===== src/rtl/npc_pkg.sv =====
package npc_pkg;

   typedef enum logic [2:0] {
      FK_SEQ  = 3'd0,
      FK_JMP  = 3'd1,
      FK_JT   = 3'd2,
      FK_JF   = 3'd3,
      FK_CALL = 3'd4,
      FK_RET  = 3'd5,
      FK_TRAP = 3'd6,
      FK_RSVD = 3'd7
   } flow_kind_e;

   typedef enum logic [1:0] {
      SRC_INC  = 2'd0,
      SRC_TGT  = 2'd1,
      SRC_REG  = 2'd2,
      SRC_HOLD = 2'd3
   } pc_src_e;

   localparam int unsigned STOP_CODE = 0;

endpackage


===== src/rtl/npc_target.sv =====
module npc_target #(
   parameter int XLEN        = 32,
   parameter int AFIELD_W    = 22,
   parameter bit SIGNED_ADDR = 1'b1
) (
   input  logic [AFIELD_W-1:0] addr_field,
   output logic [XLEN-1:0]     target
);
   localparam int PAD_W = XLEN - AFIELD_W;

   initial begin
      if (AFIELD_W < 1 || AFIELD_W >= XLEN)
         $fatal(1, "npc_target: AFIELD_W must lie in 1..XLEN-1");
   end

   generate
      if (SIGNED_ADDR) begin : g_sext
         assign target = {{PAD_W{addr_field[AFIELD_W-1]}}, addr_field};
      end else begin : g_zext
         assign target = {{PAD_W{1'b0}}, addr_field};
      end
   endgenerate
endmodule


===== src/rtl/npc_decide.sv =====
module npc_decide
   import npc_pkg::*;
#(
   parameter int XLEN   = 32,
   parameter int RIDX_W = 5
) (
   input  logic              active,
   input  flow_kind_e        kind,
   input  logic [RIDX_W-1:0] reg_sel,
   input  logic [XLEN-1:0]   reg_val,
   output pc_src_e           src,
   output logic              call_req,
   output logic              stop_req
);
   logic reg_nonzero;
   logic code_stop;

   assign reg_nonzero = |reg_val;
   assign code_stop   = (reg_sel == RIDX_W'(STOP_CODE));

   always_comb begin
      src      = SRC_HOLD;
      call_req = 1'b0;
      stop_req = 1'b0;
      if (active) begin
         unique case (kind)
            FK_JMP:  src = SRC_TGT;
            FK_JT:   src = reg_nonzero ? SRC_TGT : SRC_INC;
            FK_JF:   src = reg_nonzero ? SRC_INC : SRC_TGT;
            FK_CALL: begin
               src      = SRC_TGT;
               call_req = 1'b1;
            end
            FK_RET:  src = SRC_REG;
            FK_TRAP: begin
               if (code_stop) begin
                  src      = SRC_HOLD;
                  stop_req = 1'b1;
               end else begin
                  src = SRC_INC;
               end
            end
            default: src = SRC_INC;
         endcase
      end
   end
endmodule


===== src/rtl/npc_link.sv =====
module npc_link #(
   parameter int XLEN         = 32,
   parameter int RIDX_W       = 5,
   parameter bit DROP_ZERO_RD = 1'b1
) (
   input  logic              call_req,
   input  logic [RIDX_W-1:0] reg_sel,
   input  logic [XLEN-1:0]   pc_inc,
   output logic [XLEN-1:0]   link_val,
   output logic [RIDX_W-1:0] link_idx,
   output logic              link_we
);
   assign link_val = pc_inc;
   assign link_idx = reg_sel;

   generate
      if (DROP_ZERO_RD) begin : g_drop_r0
         assign link_we = call_req && (reg_sel != '0);
      end else begin : g_keep_r0
         assign link_we = call_req;
      end
   endgenerate
endmodule


===== src/rtl/npc_unit.sv =====
module npc_unit
   import npc_pkg::*;
#(
   parameter int          XLEN        = 32,
   parameter int          AFIELD_W    = 22,
   parameter int          RIDX_W      = 5,
   parameter logic [31:0] RESET_PC    = 32'd0,
   parameter int          PC_STEP     = 1,
   parameter bit          SIGNED_ADDR = 1'b1
) (
   input  logic                clk,
   input  logic                rst_n,
   input  logic                step,
   input  logic [2:0]          kind,
   input  logic [AFIELD_W-1:0] addr_field,
   input  logic [RIDX_W-1:0]   reg_sel,
   input  logic [XLEN-1:0]     reg_val,
   output logic [XLEN-1:0]     pc,
   output logic [XLEN-1:0]     next_pc,
   output logic [XLEN-1:0]     link_val,
   output logic [RIDX_W-1:0]   link_idx,
   output logic                link_we,
   output logic                halted
);
   localparam logic [XLEN-1:0] INC = XLEN'(PC_STEP);
   localparam logic [XLEN-1:0] RST = XLEN'(RESET_PC);

   initial begin
      if (XLEN < 8 || XLEN > 32) $fatal(1, "npc_unit: XLEN out of range");
      if (PC_STEP < 1)           $fatal(1, "npc_unit: PC_STEP must be positive");
      if (RIDX_W < 1)            $fatal(1, "npc_unit: RIDX_W must be positive");
   end

   logic [XLEN-1:0] pc_q;
   logic            halt_q;
   logic [XLEN-1:0] pc_inc;
   logic [XLEN-1:0] target;
   logic            active;
   pc_src_e         src;
   logic            call_req;
   logic            stop_req;

   assign active = step && !halt_q;
   assign pc_inc = pc_q + INC;

   npc_target #(
      .XLEN(XLEN), .AFIELD_W(AFIELD_W), .SIGNED_ADDR(SIGNED_ADDR)
   ) u_target (
      .addr_field(addr_field),
      .target    (target)
   );

   npc_decide #(.XLEN(XLEN), .RIDX_W(RIDX_W)) u_decide (
      .active  (active),
      .kind    (flow_kind_e'(kind)),
      .reg_sel (reg_sel),
      .reg_val (reg_val),
      .src     (src),
      .call_req(call_req),
      .stop_req(stop_req)
   );

   npc_link #(.XLEN(XLEN), .RIDX_W(RIDX_W), .DROP_ZERO_RD(1'b1)) u_link (
      .call_req(call_req),
      .reg_sel (reg_sel),
      .pc_inc  (pc_inc),
      .link_val(link_val),
      .link_idx(link_idx),
      .link_we (link_we)
   );

   always_comb begin
      unique case (src)
         SRC_INC: next_pc = pc_inc;
         SRC_TGT: next_pc = target;
         SRC_REG: next_pc = reg_val;
         default: next_pc = pc_q;
      endcase
   end

   always_ff @(posedge clk) begin
      if (!rst_n) begin
         pc_q   <= RST;
         halt_q <= 1'b0;
      end else begin
         pc_q <= next_pc;
         if (stop_req) halt_q <= 1'b1;
      end
   end

   assign pc     = pc_q;
   assign halted = halt_q;

   AST_HALT_FREEZE:  assert property (@(posedge clk) disable iff (!rst_n)
      halted |=> (halted && $stable(pc)));
   AST_HALT_NO_LINK: assert property (@(posedge clk) disable iff (!rst_n)
      halted |-> !link_we);
   AST_IDLE_HOLD:    assert property (@(posedge clk) disable iff (!rst_n)
      (!step) |=> $stable(pc));
   AST_SEQ_INC:      assert property (@(posedge clk) disable iff (!rst_n)
      (step && !halted && kind == 3'd0) |=> (pc == $past(pc) + INC));
   AST_RET_LOAD:     assert property (@(posedge clk) disable iff (!rst_n)
      (step && !halted && kind == 3'd5) |=> (pc == $past(reg_val)));
   AST_STOP_TRAP:    assert property (@(posedge clk) disable iff (!rst_n)
      (step && !halted && kind == 3'd6 && reg_sel == '0)
         |=> (halted && $stable(pc)));
   AST_CALL_ZERO:    assert property (@(posedge clk) disable iff (!rst_n)
      link_we |-> (link_idx != '0 && kind == 3'd4));
endmodule


===== config.mk =====
export PLATFORM = sky130hd
export DESIGN_NAME = npc_unit
export DESIGN_NICKNAME = d
export VERILOG_FILES = /design/src/rtl/npc_pkg.sv /design/src/rtl/npc_target.sv /design/src/rtl/npc_decide.sv /design/src/rtl/npc_link.sv /design/src/rtl/npc_unit.sv
export SDC_FILE = /design/constraint.sdc
export NUM_CORES = 1
export LEC_CHECK = 0
export CORE_MARGIN = 5
export CORE_UTILIZATION = 38
export DETAILED_ROUTE_END_ITERATION = 6
export PLACE_DENSITY = 0.82
export SYNTH_ARGS = -nofsm -noshare
export SYNTH_HDL_FRONTEND = slang
export SYNTH_SLANG_ARGS = --single-unit

===== constraint.sdc =====
create_clock -name clk -period 3.9 [get_ports clk]
set_input_delay 0.78 -clock clk [delete_from_list [all_inputs] [get_ports clk]]
set_output_delay 0.78 -clock clk [all_outputs]
set_load 0.02 [all_outputs]

==> impl_metrics.py, run 1 <==
metrics = {
    "yosys": {
        "yosysTopAreaCell": "dfxtp_1",
        "syn_nets": 413,
        "synthTopCellsByArea": "dfxtp_1 24%, xnor2_1 8.3%, mux2i_1 6.9%",
        "synth_top_cell_area_share_pct": 24.1,
        "synthArstFlopShare_pct": 0,
        "ys_warn_count": 0,
        "syn_inst": 347,
        "synth-edff-count": 0,
        "synth_ff_type": "dfxtp_1",
        "ys_seq_elements": 33,
        "synth-seq-area-share_pct": 24.1,
        "yosys-top-cells-count": "33 x dfxtp_1, 26 x xnor2_1, 23 x nor2_1",
        "synth_area_um2": 2750,
        "ys_types": 57,
        "yosysMostFrequentCell": "dfxtp_1",
        "syn_avg_cell_area_um2": 7.91,
    },
    "sta": {
        "min_period_ns": 3.83,
        "setup_tns_ns": 0,
        "final_hold_viol_count": 0,
        "finalSetupViolCount": 0,
        "slew_viol_final": 0,
        "fmax_mhz": 261,
        "rsz0062_at_grt": "yes",
        "max_slew_margin_pct": 54.0,
        "clock-skew-final_ns": 0.00478,
        "period_share_pct": 98.1,
        "worstMarginPinSlew_ns": 0.688,
    },
    "finish": {
        "stdcell_area_um2": 5130,
        "layout-drive-gt1-share_pct": 26.2,
        "fin_nets": 634,
        "syn_to_final_growth_pct": 86.8,
        "num_antenna_cells": 0,
    },
    "setup_path": {
        "crit_fanout": 16,
        "rrSetupSlack_ns": 1.54,
        "r2r_start": "pc[0]",
        "r2r_end": "pc[12]",
        "r2r_cells": 11,
        "start_kind": "input port",
        "critPathLaunch": "kind[2]",
        "crit_required_ns": 3.12,
        "crit_type": "in2out",
        "setup.worst_path.end_class": "output pin",
        "arrival_ns": 3.05,
        "crit_path_end": "next_pc[19]",
    },
    "placement": {
        "post_dp_cell_area_um2": 4910,
        "hpwl_mm": 9.37,
        "gp_congestion": 0.932,
        "io_buffers": 167,
    },
    "global_routing": {
        "grt_max_degree": 26,
        "overflow": 0,
        "grt_pass1_wl_mm": 19.0,
        "grt_usage_pct": 26.6,
        "antenna_found_initial": 0,
        "grt_pass1_vias": 3858,
    },
    "clocking": {
        "hold_buffers": 0,
        "cts_tree": "yes",
        "path_clk_slew_ns": 0.07,
        "cts_sinks": 33,
        "worstSkewPairLatency_ns": 0.28,
        "cts-root-buf": "clkbuf_8",
        "clockBufferDepth": 2,
        "cts_buffers": 5,
        "htreeDepth": 2,
    },
    "run": {
        "max_cap_violations": 0,
    },
    "floorplan": {
        "dieArea_um2": 9030,
        "rows": 31,
        "pin_count": 168,
        "core_um2": 7140,
        "start_util_pct": 38.5,
        "die_x_um": 95.0,
        "chipHeight_um": 95.0,
    },
    "worst_hold_path": {
        "hold_path.class": "reg2reg",
        "min_from": "halted",
        "whs_path_depth": 2,
    },
    "route": {
        "avgViaCountPerCell": 5.46,
        "drt_iter0_markers": 143,
        "via_count": 3648,
        "first_pass_iters": 4,
        "route.detailed.drc": 0,
        "drtAntennaViolNets": 0,
        "wl_per_cell_um": 18.2,
        "wirelength_mm": 12.1,
    },
    "power": {
        "power_per_cell_area_nw_per_um2": 278,
        "ir_drop_mv": 0.146,
        "p_leak_nw": 2.29,
    },
    "status": {
        "outcome": "complete, no violations",
    },
}
==> flip-flops by register name, summed over array words and instances, names as in the netlist <==
register  cells
pc           32
halted        1
==> per-layer routing <==
metal / share of wire [%] / global-route usage [%] / routed length (um)
met1: 39 / 30.5 / 4680
met2: 50 / 47.4 / 6040
met3: 9.2 / 7.50 / 1120
met4: 2.4 / 8.89 / 291
met5: 0 / 0 / 0
==> kinds of logic after synthesis <==
logic type / after synthesis / share of synthesized area [%]
xor gates and xnor gates: 30 / 9.57
buffers and inverters: 33 / 6.10
adders and majority gates: 1 / 0.456
muxes: 20 / 7.33
AOI/OAI and AO/OA: 98 / 25.5
and+or+nand+nor: 132 / 27.0
DFF: 33 / 24.1
==> worst max-delay path: stages <==
cell	delay, ns
clkdlybuf4s50_1	0.52
nor2b_1	0.20
buf_4	0.14
a31oi_4	0.20
buf_4	0.26
buf_4	0.19
nor2_1	0.05
a211oi_1	0.37
clkdlybuf4s15_2	0.34
==> cell type report <==
cell class,instances,area (um2)
repair buffers,241,2150
multi-input cells,281,2060
fillers,562,2010
flip-flops and latches,33,661
well taps,99,124
clock buffers,7,86.3
clock inverters,1,30.0
inverters,6,22.5
==> report_power, final <==
part           total (mW)  switching, mW  leakage (nW)  internal, mW
logic               0.679          0.344          1.95         0.335
clock network       0.339          0.131        0.0585         0.208
registers           0.405         0.0412         0.273         0.364
total                1.42          0.516          2.29         0.908
==> cells in the final DEF (no fill, tap or decap), drive strengths merged, types with 11 or more instances in the layout <==
master,instances
mux2i,19
buf,95
o21a,14
clkdlybuf4s15,11
o211a,12
dlygate4sd2,13
a21oi,21
clkdlybuf4s50,100
o21ai,19
nand4,12
xnor2,26
clkbuf,15
nand3,13
and2,16
nand2,23
nor2,25
dlymetal6s2s,14
dfxtp,33
==> metrics by stage <==
step	setup WS, ns	cells	hold WS, ns	utilization (%)	power (mW)
2_1_floorplan	0.363	347	0.626	-	0.721
3_3_place_gp	-0.646	652	0.509	68.8	1.08
3_5_place_dp	-0.668	652	0.546	68.8	1.09
4_1_cts	0.00487	666	0.557	71.4	1.42
5_1_grt	-0.0297	668	0.597	71.9	1.49
6_report	0.0732	668	0.556	71.9	1.42
==> worst min-delay path by stage <==
stage	to
3_3_place_gp	halted
3_5_place_dp	halted
2_1_floorplan	halted
6_report	halted
4_1_cts	halted
5_1_grt	halted
==> repair_timing <==
item / CTS / global route
gates resized for setup: 172 / 39
buffers inserted: 7 / 2
hold endpoints to repair: 0 / 0
pin swaps: 23 / 14
endpoints found under the setup margin: 32 / 32
Note: power is estimated with default switching activity, not from simulation.
==> run 2: changes to the inputs <==
--- a/config.mk
+++ b/config.mk
@@ -5,10 +5,14 @@
 export SDC_FILE = /design/constraint.sdc
 export NUM_CORES = 1
 export LEC_CHECK = 0
+export CAP_MARGIN = 20
+export CELL_PAD_IN_SITES_DETAIL_PLACEMENT = 1
+export CELL_PAD_IN_SITES_GLOBAL_PLACEMENT = 2
 export CORE_MARGIN = 5
-export CORE_UTILIZATION = 38
+export CORE_UTILIZATION = 19
 export DETAILED_ROUTE_END_ITERATION = 6
-export PLACE_DENSITY = 0.82
+export PLACE_DENSITY_LB_ADDON = 0.1
+export SKIP_CTS_REPAIR_TIMING = 1
 export SYNTH_ARGS = -nofsm -noshare
 export SYNTH_HDL_FRONTEND = slang
 export SYNTH_SLANG_ARGS = --single-unit
==> impl_metrics.py, run 2 (same netlist as run 1, synthesis figures left out) <==
metrics = {
    "floorplan": {
        "start_util_pct": 19.1,
        "core_um2": 14400,
        "dieArea_um2": 17000,
        "pin_count": 168,
        "die_x_um": 130,
        "chipHeight_um": 130,
        "rows": 44,
    },
    "sta": {
        "max_slew_margin_pct": 36.9,
        "slew_viol_final": 0,
        "hold_ws_ns": 0.546,
        "worstMarginPinSlew_ns": 0.943,
        "period_share_pct": 98.6,
        "finalSetupViolCount": 0,
        "clock-skew-final_ns": 0.00720,
        "final_hold_viol_count": 0,
        "setup_tns_ns": 0,
        "min_period_ns": 3.85,
        "rsz0062_at_grt": "yes",
        "fmax_mhz": 260,
        "fin_ws_ns": 0.0527,
    },
    "finish": {
        "fin_nets": 643,
        "num_antenna_cells": 0,
        "fillCellCount": 1668,
        "largest_register_ffs": 32,
        "syn_to_final_growth_pct": 100,
        "final_common_cell": "clkdlybuf4s50_1",
        "stdcell_area_um2": 5500,
        "finalNonFillerCells": 762,
        "layout_common_cells": "99 x clkdlybuf4s50_1, 77 x buf_4, 36 x dlymetal6s2s_1, 33 x dfxtp_1, 26 x xnor2_1",
        "post-route-util_pct": 38.3,
        "layout-drive-gt1-share_pct": 27.2,
    },
    "clocking": {
        "path_clk_slew_ns": 0.06,
        "cts_tree": "yes",
        "htreeDepth": 2,
        "worstSkewPairLatency_ns": 0.30,
        "cts_buffers": 5,
        "cts_sinks": 33,
        "cts-root-buf": "clkbuf_16",
        "clockBufferDepth": 2,
    },
    "route": {
        "avgViaCountPerCell": 4.68,
        "via_count": 3566,
        "first_pass_iters": 4,
        "wirelength_mm": 14.4,
        "route.detailed.drc": 0,
        "wl_per_cell_um": 18.9,
        "drt_iter0_markers": 83,
        "drtAntennaViolNets": 0,
    },
    "run": {
        "max_cap_violations": 0,
    },
    "setup_path": {
        "arrival_ns": 3.07,
        "slowest_delay_ns": 0.34,
        "worstPathCellList": "dlymetal6s2s_1, nor4_2, buf_4, nand4_1, o21a_1, o211a_4, buf_6, o22a_4, buf_6, a221o_1, buf_6",
        "critPathMostFrequentCell": "buf_6",
        "crit_fanout": 4,
        "start_kind": "input port",
        "setup.worst_path.end_class": "output pin",
        "crit_required_ns": 3.12,
        "rrSetupSlack_ns": 1.44,
        "cp_top_family": "compound AO/OA/AOI/OAI gates",
        "cp_slowest_cell": "a221o_1",
        "crit_buf_inv": 5,
        "crit_type": "in2out",
    },
    "placement": {
        "post_dp_cell_area_um2": 5140,
        "placed_cells": 750,
        "gp_congestion": 0.804,
        "hpwl_mm": 11.5,
        "place_ws_ns": -0.795,
        "io_buffers": 167,
    },
    "global_routing": {
        "grt_usage_pct": 16.4,
        "grt_pass1_wl_mm": 21.6,
        "grt_pass1_vias": 3901,
        "antenna_found_initial": 1,
        "grt_max_degree": 24,
        "overflow": 0,
    },
    "power": {
        "ir_drop_mv": 0.152,
        "p_leak_nw": 2.58,
        "p_total_mw": 1.61,
        "power_per_cell_area_nw_per_um2": 293,
    },
    "worst_hold_path": {
        "hold_path.class": "reg2reg",
    },
    "status": {
        "outcome": "complete, no violations",
    },
}
==> run 2: where the power goes <==
group	switching, mW	total (mW)	leakage [nW]	internal [mW]
clock	0.169	0.489	0.0841	0.320
combinational	0.354	0.713	2.22	0.359
sequential	0.0417	0.406	0.273	0.365
total	0.565	1.61	2.58	1.04
==> run 2: layout make-up <==
| class | instances | area (um2) | area share [%] |
|---|---|---|---|
| repair buffers | 250 | 2330 | 42.4 |
| multi-input cells | 281 | 2080 | 37.9 |
| flip-flops and latches | 33 | 661 | 12.0 |
| well taps | 184 | 230 | 4.19 |
| clock buffers | 7 | 143 | 2.60 |
| clock inverters | 1 | 30.0 | 0.546 |
| inverters | 6 | 22.5 | 0.410 |
==> run 2: metal layers <==
metal  up-vias  share of wire [%]  track usage (%)
met5         -              0.090                0
met4         2                1.0             3.85
met3        11                7.6             5.77
met2       102                 47             27.2
met1      1714                 44             20.5
li1       1737                  -                -
==> run 2: tightest hold or removal path: stages (launching register included) <==
cell	delay (ns)
dfxtp_1	0.36
a41oi_1	0.06
nor2b_1	0.09
==> run 2: final timing paths <==
kind	start	end	depth (start not counted)
max	reg_val[19]	next_pc[23]	11
min	halted	halted	2
max reg2reg	pc[11]	pc[23]	8
min reg2reg	halted	halted	2
==> run 3: changes to the inputs <==
--- a/config.mk
+++ b/config.mk
@@ -10,6 +10,7 @@
 export CELL_PAD_IN_SITES_GLOBAL_PLACEMENT = 2
 export CORE_MARGIN = 5
 export CORE_UTILIZATION = 19
+export CTS_CLUSTER_SIZE = 20
 export DETAILED_ROUTE_END_ITERATION = 6
 export PLACE_DENSITY_LB_ADDON = 0.1
 export SKIP_CTS_REPAIR_TIMING = 1
==> results of run 3 <==
Final layout, timing and power as in run 2 (identical DEF).
